<file path="src/rtl/mt_pkg.sv">
package mt_pkg;
  localparam int unsigned N_FLAGS = 36;
  localparam int unsigned GTHR_W  = 6;
  localparam int unsigned HTHR_W  = 3;
  localparam int unsigned QTHR_W  = 1;
  localparam int unsigned ADDR_W  = 3;
  localparam int unsigned DATA_W  = 6;
  localparam int unsigned OUT_W   = 4;

  typedef enum logic [1:0] {
    MODE_GLOBAL = 2'd0,
    MODE_COINC  = 2'd1,
    MODE_DUAL   = 2'd2,
    MODE_QUAD   = 2'd3
  } mode_e;

  // register addresses
  localparam logic [ADDR_W-1:0] A_MODE  = 3'd0;
  localparam logic [ADDR_W-1:0] A_GTHR  = 3'd1;
  localparam logic [ADDR_W-1:0] A_HTHR0 = 3'd2;
  localparam logic [ADDR_W-1:0] A_QTHR0 = 3'd4;
endpackage

</file>
<file path="src/rtl/mt_popcount.sv">
module mt_popcount #(
  parameter int unsigned W  = 9,
  localparam int unsigned CW = $clog2(W + 1)
) (
  input  logic [W-1:0]  bits_i,
  output logic [CW-1:0] cnt_o
);
  always_comb begin
    cnt_o = '0;
    for (int i = 0; i < W; i++) cnt_o = cnt_o + CW'(bits_i[i]);
  end
endmodule

</file>
<file path="src/rtl/mt_grp_cmp.sv">
module mt_grp_cmp #(
  parameter int unsigned W  = 18,
  parameter int unsigned TW = 3
) (
  input  logic [W-1:0]  bits_i,
  input  logic [TW-1:0] thr_i,
  output logic          hit_o
);
  localparam int unsigned CW = $clog2(W + 1);
  localparam int unsigned MW = (CW > TW) ? CW : TW;

  logic [CW-1:0] cnt;

  mt_popcount #(.W(W)) u_cnt (
    .bits_i (bits_i),
    .cnt_o  (cnt)
  );

  assign hit_o = (MW'(cnt) >= MW'(thr_i));
endmodule

</file>
<file path="src/rtl/mt_cfg_regs.sv">
module mt_cfg_regs
  import mt_pkg::*;
#(
  parameter int unsigned GW = GTHR_W,
  parameter int unsigned HW = HTHR_W,
  parameter int unsigned QW = QTHR_W,
  parameter int unsigned AW = ADDR_W,
  parameter int unsigned DW = DATA_W
) (
  input  logic               clk_i,
  input  logic               rst_ni,
  input  logic               wr_en_i,
  input  logic [AW-1:0]      wr_addr_i,
  input  logic [DW-1:0]      wr_data_i,
  output mode_e              mode_o,
  output logic [GW-1:0]      thr_g_o,
  output logic [1:0][HW-1:0] thr_h_o,
  output logic [3:0][QW-1:0] thr_q_o
);
  mode_e mode_q;
  logic [GW-1:0] thr_g_q;

  always_ff @(posedge clk_i or negedge rst_ni) begin
    if (!rst_ni) begin
      mode_q  <= MODE_GLOBAL;
      thr_g_q <= '0;
    end else if (wr_en_i) begin
      if (wr_addr_i == A_MODE) mode_q  <= mode_e'(wr_data_i[1:0]);
      if (wr_addr_i == A_GTHR) thr_g_q <= wr_data_i[GW-1:0];
    end
  end

  for (genvar h = 0; h < 2; h++) begin : g_half
    always_ff @(posedge clk_i or negedge rst_ni) begin
      if (!rst_ni) thr_h_o[h] <= '0;
      else if (wr_en_i && wr_addr_i == A_HTHR0 + AW'(h)) thr_h_o[h] <= wr_data_i[HW-1:0];
    end
  end

  for (genvar q = 0; q < 4; q++) begin : g_quar
    always_ff @(posedge clk_i or negedge rst_ni) begin
      if (!rst_ni) thr_q_o[q] <= '0;
      else if (wr_en_i && wr_addr_i == A_QTHR0 + AW'(q)) thr_q_o[q] <= wr_data_i[QW-1:0];
    end
  end

  assign mode_o  = mode_q;
  assign thr_g_o = thr_g_q;

  AST_MODE_HOLD: assert property (@(posedge clk_i) disable iff (!rst_ni)
    !wr_en_i |=> $stable(mode_o) && $stable(thr_g_o));
endmodule

</file>
<file path="src/rtl/mult_trig.sv">
module mult_trig
  import mt_pkg::*;
#(
  parameter int unsigned NF = N_FLAGS,
  parameter int unsigned GW = GTHR_W,
  parameter int unsigned HW = HTHR_W,
  parameter int unsigned QW = QTHR_W,
  parameter int unsigned AW = ADDR_W,
  parameter int unsigned DW = DATA_W,
  parameter int unsigned OW = OUT_W
) (
  input  logic          clk_i,
  input  logic          rst_ni,
  input  logic [NF-1:0] flags_i,
  input  logic          wr_en_i,
  input  logic [AW-1:0] wr_addr_i,
  input  logic [DW-1:0] wr_data_i,
  output logic [OW-1:0] trig_o
);
  localparam int unsigned HALF = NF / 2;
  localparam int unsigned QUAR = NF / 4;

  mode_e              mode;
  logic [GW-1:0]      thr_g;
  logic [1:0][HW-1:0] thr_h;
  logic [3:0][QW-1:0] thr_q;

  logic [NF-1:0] flag_q;
  logic          glob_hit;
  logic [1:0]    half_hit;
  logic [3:0]    quar_hit;
  logic [OW-1:0] trig_d, trig_q;

  mt_cfg_regs #(.GW(GW), .HW(HW), .QW(QW), .AW(AW), .DW(DW)) u_cfg (
    .clk_i     (clk_i),
    .rst_ni    (rst_ni),
    .wr_en_i   (wr_en_i),
    .wr_addr_i (wr_addr_i),
    .wr_data_i (wr_data_i),
    .mode_o    (mode),
    .thr_g_o   (thr_g),
    .thr_h_o   (thr_h),
    .thr_q_o   (thr_q)
  );

  always_ff @(posedge clk_i or negedge rst_ni) begin
    if (!rst_ni) flag_q <= '0;
    else         flag_q <= flags_i;
  end

  mt_grp_cmp #(.W(NF), .TW(GW)) u_glob (
    .bits_i (flag_q),
    .thr_i  (thr_g),
    .hit_o  (glob_hit)
  );

  for (genvar h = 0; h < 2; h++) begin : g_half
    mt_grp_cmp #(.W(HALF), .TW(HW)) u_cmp (
      .bits_i (flag_q[h*HALF +: HALF]),
      .thr_i  (thr_h[h]),
      .hit_o  (half_hit[h])
    );
  end

  for (genvar q = 0; q < 4; q++) begin : g_quar
    mt_grp_cmp #(.W(QUAR), .TW(QW)) u_cmp (
      .bits_i (flag_q[q*QUAR +: QUAR]),
      .thr_i  (thr_q[q]),
      .hit_o  (quar_hit[q])
    );
  end

  always_comb begin
    trig_d = '0;
    unique case (mode)
      MODE_GLOBAL: trig_d[0]   = glob_hit;
      MODE_COINC:  trig_d[0]   = half_hit[0] & half_hit[1];
      MODE_DUAL:   trig_d[1:0] = half_hit;
      MODE_QUAD:   trig_d[3:0] = quar_hit;
      default:     trig_d      = '0;
    endcase
  end

  always_ff @(posedge clk_i or negedge rst_ni) begin
    if (!rst_ni) trig_q <= '0;
    else         trig_q <= trig_d;
  end

  assign trig_o = trig_q;

  AST_UNUSED_ZERO: assert property (@(posedge clk_i) disable iff (!rst_ni)
    (mode == MODE_GLOBAL || mode == MODE_COINC) |=> trig_o[3:1] == 3'b000);
  AST_COINC_AND: assert property (@(posedge clk_i) disable iff (!rst_ni)
    (mode == MODE_COINC) |=> trig_o[0] == $past(half_hit[0] && half_hit[1]));
  AST_DUAL_SPLIT: assert property (@(posedge clk_i) disable iff (!rst_ni)
    (mode == MODE_DUAL) |=> trig_o == {2'b00, $past(half_hit)});
  AST_GTHR_ZERO: assert property (@(posedge clk_i) disable iff (!rst_ni)
    (mode == MODE_GLOBAL && thr_g == '0) |=> trig_o[0]);
  AST_QTHR_ZERO: assert property (@(posedge clk_i) disable iff (!rst_ni)
    (mode == MODE_QUAD && thr_q[3] == '0) |=> trig_o[3]);
endmodule

</file>
<file path="config.mk">
export PLATFORM = sky130hd
export DESIGN_NAME = mult_trig
export DESIGN_NICKNAME = d
export VERILOG_FILES = /design/src/rtl/mt_pkg.sv /design/src/rtl/mt_popcount.sv /design/src/rtl/mt_grp_cmp.sv /design/src/rtl/mt_cfg_regs.sv /design/src/rtl/mult_trig.sv
export SDC_FILE = /design/constraint.sdc
export NUM_CORES = 1
export LEC_CHECK = 0
export CORE_MARGIN = 5
export CORE_UTILIZATION = 24
export CTS_BUF_LIST = sky130_fd_sc_hd__clkbuf_8
export CTS_CLUSTER_DIAMETER = 80
export CTS_CLUSTER_SIZE = 12
export DETAILED_ROUTE_END_ITERATION = 8
export PLACE_DENSITY = 0.41
export SLEW_MARGIN = 20
export SYNTH_ARGS = -nofsm -noshare
export SYNTH_HDL_FRONTEND = slang
export SYNTH_HIERARCHICAL = 1
export SYNTH_SLANG_ARGS = --single-unit
</file>
<file path="constraint.sdc">
create_clock -name clk_i -period 7.6 [get_ports clk_i]
set_input_delay 2.28 -clock clk_i [delete_from_list [all_inputs] [get_ports clk_i]]
set_output_delay 2.28 -clock clk_i [all_outputs]
set_load 0.03 [all_outputs]
</file>
==> results of run 1 <==
## final timing paths
kind | end | start | slack, ps | cells after the start
setup / recovery | trig_o[0]$_DFF_PN0_ | flag_q[2]$_DFF_PN0_ | 1770 | 16
hold / removal | u_cfg/thr_h_o[2]$_DFFE_PN0P_ | u_cfg/thr_h_o[2]$_DFFE_PN0P_ | 500 | 1
setup reg to reg | trig_o[0]$_DFF_PN0_ | flag_q[2]$_DFF_PN0_ | 1770 | 16
hold reg to reg | u_cfg/thr_h_o[2]$_DFFE_PN0P_ | u_cfg/thr_h_o[2]$_DFFE_PN0P_ | 500 | 1
max in group asynchronous | flag_q[11]$_DFF_PN0_ | rst_ni | 5020 | 2
min in group asynchronous | u_cfg/mode_o[1]$_DFFE_PN0P_ | rst_ni | 2090 | 2
## routing by layer
layer	global-route usage (%)	share of wire, %
met5	0	0
met4	3.66	1.8
met3	1.89	2.9
met2	15.3	47
met1	12.2	48
## per-stage QoR
| step | util (%) | hold WS [ps] | instance area [sq um] | total power [mW] | worst slack [ps] |
|---|---|---|---|---|---|
| 2_1_floorplan | - | 458 | 5040 | 1.51 | 2010 |
| 3_3_place_gp | 28.3 | 480 | 5880 | 1.79 | 1830 |
| 3_5_place_dp | 28.3 | 483 | 5880 | 1.86 | 1740 |
| 4_1_cts | 29.2 | 507 | 6090 | 2.18 | 1700 |
| 5_1_grt | 29.2 | 537 | 6090 | 2.46 | 1470 |
| 6_report | 29.2 | 504 | 6090 | 2.12 | 1770 |
## worst max-delay path: stages (launching register included)
cell and delay [ps]:
dfrtp_1 410, inv_1 80, fa_1 510, fa_1 580
fa_1 440, fa_1 490, fa_1 530, fa_1 430
fa_1 410, fa_1 410, nand2b_1 160, a21oi_1 150
xnor2_1 140, ha_1 260, nand4_1 100, o221ai_1 120
mux4_2 470
## state kept, by name, summed over array words and instances (netlist names)
register and count:
flag_q 36, u_cfg/thr_q_o 4, u_cfg/thr_h_o 6, u_cfg/thr_g_o 6
u_cfg/mode_o 2, trig_o 4
## power groups by stage
| stage | sequential [mW] | combinational (mW) | clock (mW) |
|---|---|---|---|
| 5_1_grt | 0.387 | 1.74 | 0.326 |
| 2_1_floorplan | 0.389 | 1.12 | 0 |
| 3_5_place_dp | 0.387 | 1.48 | 0 |
| 6_report | 0.380 | 1.44 | 0.297 |
| 3_3_place_gp | 0.386 | 1.41 | 0 |
| 4_1_cts | 0.382 | 1.48 | 0.314 |
## cell families (layout without fill, tap and decap cells)
kind of cell / count (synthesis) / in the layout / share of synthesized area (%)
buffers and inverters: 171 / 238 / 12.9
adders and majority gates: 130 / 130 / 43.0
DFF: 58 / 58 / 28.8
and+or+nand+nor: 44 / 44 / 5.81
AOI/OAI and AO/OA: 22 / 22 / 2.43
muxes: 20 / 20 / 5.12
xor gates and xnor gates: 11 / 11 / 1.91
## cell usage in the layout, fill, tap and decap left out, types with 3 or more instances in the layout
| cell type | instances |
|---|---|
| inv_1 | 170 |
| fa_1 | 72 |
| dfrtp_1 | 58 |
| ha_1 | 58 |
| clkdlybuf4s50_1 | 50 |
| clkbuf_8 | 11 |
| a21oi_1 | 11 |
| xnor2_1 | 9 |
| mux2_1 | 8 |
| nand2_1 | 7 |
| nor3_1 | 6 |
| mux2_4 | 6 |
| o21ai_1 | 5 |
| nand3b_1 | 4 |
| nand3_1 | 4 |
| mux2_2 | 4 |
| nor2b_1 | 3 |
| clkinv_2 | 3 |
| nand4b_1 | 3 |
| nor2_1 | 3 |
## area by class of cell
class	instances	area share, %
clock buffers	11	2.49
clock inverters	5	0.863
inverters	170	10.5
multi-input cells	227	48.2
flip-flops and latches	58	23.8
well taps	275	5.65
repair buffers	52	8.43
==> flow_metrics.py, run 1 <==
metrics = {
    "die": {
        "num_io_pins": 52,
        "placementRows": 53,
        "core_sq_um": 20800,
        "die_x_microns": 155,
        "chipHeight_microns": 155,
        "fp.dieArea_sq_um": 24000,
        "initial_core_util_pct": 24.2,
    },
    "timing": {
        "period_needed_ps": 5830,
        "max_slew_margin_pct": 49.4,
        "slew_violations": 0,
        "fmax_ghz": 0.171,
        "skew_ps": 10.2,
        "worstMarginPinSlew_ps": 758,
        "fin_crit_sh_pct": 76.7,
        "fin_setup_tns_ps": 0,
        "rsz0062_at_grt": "no",
        "hold_violations": 0,
        "setup_viol": 0,
    },
    "placement": {
        "portBuffers": 51,
        "routabilityCongestion": 0.742,
        "dp.cells": 782,
        "hpwlAfterDp_microns": 8560,
    },
    "power": {
        "leakage_nw": 3.14,
        "sw_frac_of_total_pct": 42.7,
        "pwr-share-comb_pct": 68.0,
        "p_per_area_nw_per_um2": 348,
        "clkPwrFrac_pct": 14.0,
        "ir_drop_mv": 0.210,
        "cell_internal_pwr_mw": 1.21,
        "p_switching_mw": 0.903,
        "pwr-share-seq_pct": 18.0,
    },
    "final_layout": {
        "fin_cells": 798,
        "drive_gt1_share_pct": 6.50,
        "diodes": 0,
        "nNetsFinal": 696,
        "multi_input_area_sq_um": 2940,
        "fillCellCount": 2201,
        "register_area_sq_um": 1450,
        "area_delta_synth_final_pct": 20.8,
    },
    "clock_network": {
        "cts_root_buffer": "clkbuf_8",
        "clock_path_buffers": 2,
        "cts_sinks": 58,
        "htreeDepth": 3,
        "worstSkewPairLatency_ps": 360,
        "holdBufCountCts": 0,
        "clk_pin_slew_worst_paths_ps": 70,
        "ctsResizeCount": 0,
        "tritoncts": "yes",
        "post_cts_buffers": 0,
        "numCtsBuffers": 9,
    },
    "route": {
        "postRouteWirelength_microns": 10000,
        "drt-initial-drc-count": 65,
        "drtPass1Iterations": 4,
        "vias_per_cell": 3.71,
        "wire_per_inst_microns": 12.5,
        "drc": 0,
        "detail-route-antenna-nets": 0,
        "vias": 2958,
    },
    "critical_path": {
        "cp_data_required_time_ps": 7820,
        "crit_type": "reg -> reg",
        "worstPathArrival_ps": 6050,
        "cp_max_fo": 3,
        "endpoint_kind": "register",
        "startpoint_type": "register",
    },
    "yosys": {
        "yosys_warnings": 6,
        "synthArstFlopShare_pct": 100,
        "synth_common_cells": "170 x inv_1, 72 x fa_1, 58 x dfrtp_1, 58 x ha_1, 11 x a21oi_1",
        "synthTopCellsByArea": "dfrtp_1 29%, fa_1 29%, ha_1 14%",
        "ys_seq_elements": 58,
        "yosys.area.top_type": "dfrtp_1",
        "netlist_area_sq_um": 5040,
        "syn_inst": 456,
        "synth_edf_count": 0,
        "avgSynthCellArea_sq_um": 11.0,
        "synth_cell_types": 34,
        "synthMostInstantiatedCell": "inv_1",
        "yosysSeqAreaShare_pct": 28.8,
        "synthFlopType": "dfrtp_1",
        "syn-num-nets": 634,
        "synth_top_area_share_pct": 28.8,
    },
    "grt": {
        "grt_antenna_before_repair": 0,
        "grt_max_degree": 59,
        "grt_usage_pct": 9.36,
        "grt_overflow_total": 0,
        "grt_pass1_vias": 3556,
        "grt_pass1_wl_microns": 17600,
    },
    "flow_run": {
        "drv_cap": 0,
    },
    "run_status": {
        "status": "finished, final reports clean",
    },
    "hold_path": {
        "hold_class": "reg -> reg",
    },
}
No activity file was read; power rests on OpenSTA's default activity.
==> inputs of run 2 (changes only) <==
--- a/config.mk
+++ b/config.mk
@@ -11,7 +11,7 @@
 export CTS_CLUSTER_DIAMETER = 80
 export CTS_CLUSTER_SIZE = 12
 export DETAILED_ROUTE_END_ITERATION = 8
-export PLACE_DENSITY = 0.41
+export PLACE_DENSITY = 0.43
 export SLEW_MARGIN = 20
 export SYNTH_ARGS = -nofsm -noshare
 export SYNTH_HDL_FRONTEND = slang
==> constraint.sdc (replaced) <==
create_clock -name clk_i -period 5.15 [get_ports clk_i]
set_input_delay 1.545 -clock clk_i [delete_from_list [all_inputs] [get_ports clk_i]]
set_output_delay 1.545 -clock clk_i [all_outputs]
set_load 0.03 [all_outputs]
==> run 2 against run 1 <==
The flow now finishes with violations (negative setup slack). Worst setup slack lost 2200 ps. Clock skew decreased by 3.2 ps. Cell count rose by 2.8%. Global-route usage shrank 0.066 points. Sequential power rose by 46%.
==> flow_metrics.py, run 2 (same netlist as run 1, synthesis figures left out) <==
metrics = {
    "run_status": {
        "status": "finished, violations left",
        "violations": "negative setup slack",
    },
    "timing": {
        "max_slew_margin_pct": 54.3,
        "period_needed_ps": 5630,
        "fin_crit_sh_pct": 109,
        "fmax_ghz": 0.178,
        "hold_violations": 0,
        "worst_slack_ps": -478,
        "skew_ps": 7.07,
        "setup_viol": 1,
        "rsz0062_at_grt": "yes",
        "slew_violations": 0,
        "worstMarginPinSlew_ps": 685,
    },
    "route": {
        "vias": 3092,
        "postRouteWirelength_microns": 10000,
        "vias_per_cell": 3.77,
        "drc": 0,
        "detail-route-antenna-nets": 0,
        "wire_per_inst_microns": 12.2,
        "drt-initial-drc-count": 65,
        "drtPass1Iterations": 4,
    },
    "final_layout": {
        "diodes": 0,
        "fillCellCount": 2185,
        "regMostFlops": "flag_q",
        "layout_commonest_cell": "inv_1",
        "drive_gt1_share_pct": 10.8,
        "mostFrequentLayoutCells": "171 x inv_1, 70 x fa_1, 58 x dfrtp_1, 58 x ha_1, 50 x clkdlybuf4s50_1",
        "area_delta_synth_final_pct": 24.5,
        "fin_cells": 820,
        "fin_area_sq_um": 6270,
        "nNetsFinal": 719,
        "largest_reg_flops": 36,
    },
    "critical_path": {
        "worstPathArrival_ps": 5860,
        "crit_type": "reg -> reg",
        "cp_data_required_time_ps": 5380,
        "startpoint_type": "register",
        "endpoint_kind": "register",
        "cp_max_fo": 2,
    },
    "flow_run": {
        "drv_cap": 0,
    },
    "grt": {
        "grtUsageMet1_pct": 12.2,
        "use_met3_pct": 2.28,
        "grt_antenna_before_repair": 0,
        "grt_overflow_total": 0,
        "grt_usage_pct": 9.30,
        "gr-usage-met2_pct": 14.8,
        "grt_max_degree": 31,
        "busiest_layer": "met2",
        "grt_pass1_vias": 3592,
        "grt_pass1_wl_microns": 17500,
    },
    "power": {
        "leakage_nw": 3.26,
        "pwr-share-comb_pct": 69.7,
        "sw_frac_of_total_pct": 42.3,
        "cell_internal_pwr_mw": 1.90,
        "p_per_area_nw_per_um2": 527,
        "p_switching_mw": 1.40,
        "pwr-share-seq_pct": 16.8,
        "ir_drop_mv": 0.379,
        "power_mw": 3.30,
        "clkPwrFrac_pct": 13.4,
    },
    "clock_network": {
        "worstSkewPairLatency_ps": 360,
        "clk_pin_slew_worst_paths_ps": 70,
        "numCtsBuffers": 9,
        "htreeDepth": 3,
        "cts_root_buffer": "clkbuf_8",
        "cts_sinks": 58,
        "clock_path_buffers": 2,
        "tritoncts": "yes",
    },
    "die": {
        "placementRows": 53,
        "num_io_pins": 52,
        "fp.dieArea_sq_um": 24000,
        "chipHeight_microns": 155,
        "die_x_microns": 155,
        "initial_core_util_pct": 24.2,
        "core_sq_um": 20800,
    },
    "placement": {
        "portBuffers": 51,
        "post_dp_cell_area_sq_um": 6060,
        "dp.cells": 805,
        "hpwlAfterDp_microns": 8750,
        "routabilityCongestion": 0.735,
    },
    "hold_path": {
        "hold_class": "reg -> reg",
    },
}
## run 2: cell count changes in the layout (fill, tap and decap cells not counted)
cell | before | now
clkinvlp_4 | 1 | 0
a21oi_2 | 0 | 1
clkinv_2 | 3 | 1
inv_1 | 170 | 171
buf_4 | 1 | 24
a21oi_1 | 11 | 10
fa_2 | 0 | 2
nor2_2 | 0 | 1
clkbuf_8 | 11 | 12
nor2_1 | 3 | 2
fa_1 | 72 | 70
## run 2: final timing paths
check                                                   from                      endpoint  slack (ps)  depth (start not counted)
worst max-delay path                    flag_q[19]$_DFF_PN0_           trig_o[0]$_DFF_PN0_        -480                         16
worst min-delay path            u_cfg/thr_h_o[2]$_DFFE_PN0P_  u_cfg/thr_h_o[2]$_DFFE_PN0P_         490                          1
worst max register to register          flag_q[19]$_DFF_PN0_           trig_o[0]$_DFF_PN0_        -480                         16
worst min register to register  u_cfg/thr_h_o[2]$_DFFE_PN0P_  u_cfg/thr_h_o[2]$_DFFE_PN0P_         490                          1
max in group asynchronous                             rst_ni           trig_o[2]$_DFF_PN0_        3060                          2
min in group asynchronous                             rst_ni          flag_q[18]$_DFF_PN0_        1220                          1
## run 2: power by group through the flow
stage	logic, mW	clock network [mW]	registers, mW
6_report	2.30	0.444	0.556
5_1_grt	2.70	0.482	0.565
4_1_cts	2.33	0.463	0.558
3_5_place_dp	2.31	0	0.566
3_3_place_gp	2.18	0	0.565
2_1_floorplan	1.68	0	0.574
## run 2: cell type report
type | count | area (sq um) | share of cell area, %
inverters | 170 | 638 | 10.2
clock inverters | 3 | 38.8 | 0.619
clock buffers | 12 | 165 | 2.63
flip-flops and latches | 58 | 1450 | 23.1
repair buffers | 75 | 686 | 10.9
well taps | 275 | 344 | 5.49
multi-input cells | 227 | 2950 | 47.0
## run 2: per-stage QoR
| stage | hold slack [ps] | worst slack (ps) | setup TNS, ps | util (%) |
|---|---|---|---|---|
| after global placement | 482 | -432 | -432 | 29.1 |
| after global routing | 527 | -724 | -724 | 30.1 |
| after CTS | 497 | -512 | -512 | 30.1 |
| final | 492 | -478 | -478 | 30.1 |
| after detailed placement | 480 | -533 | -533 | 29.1 |
| after floorplan | 458 | -306 | -306 | - |
## run 2: layer usage
| layer | wire length, microns | vias to the layer above |
|---|---|---|
| met4 | 213 | 0 |
| met3 | 309 | 15 |
| met5 | 0 | - |
| met2 | 4710 | 42 |
| li1 | - | 1511 |
| met1 | 4800 | 1524 |
## run 2: timing repair
item | in CTS | in global routing
setup buffers | 0 | 0
endpoints found under the setup margin | 1 | 1
resized for setup | 0 | 1
hold endpoints to repair | 0 | 0
hold buffers | 0 | 0
gates cloned | 0 | 0
pin swaps | 3 | 0
## run 2: critical path, stage by stage, from the launching register on
cell      delay, ps
dfrtp_1         400
fa_1            530
inv_1            60
fa_1            470
fa_1            520
fa_1            450
fa_1            540
fa_1            440
fa_2            370
fa_2            350
nand2b_1        160
a21oi_2         130
xnor2_1         130
ha_1            260
nand4_1         100
o221ai_1        130
mux4_2          460
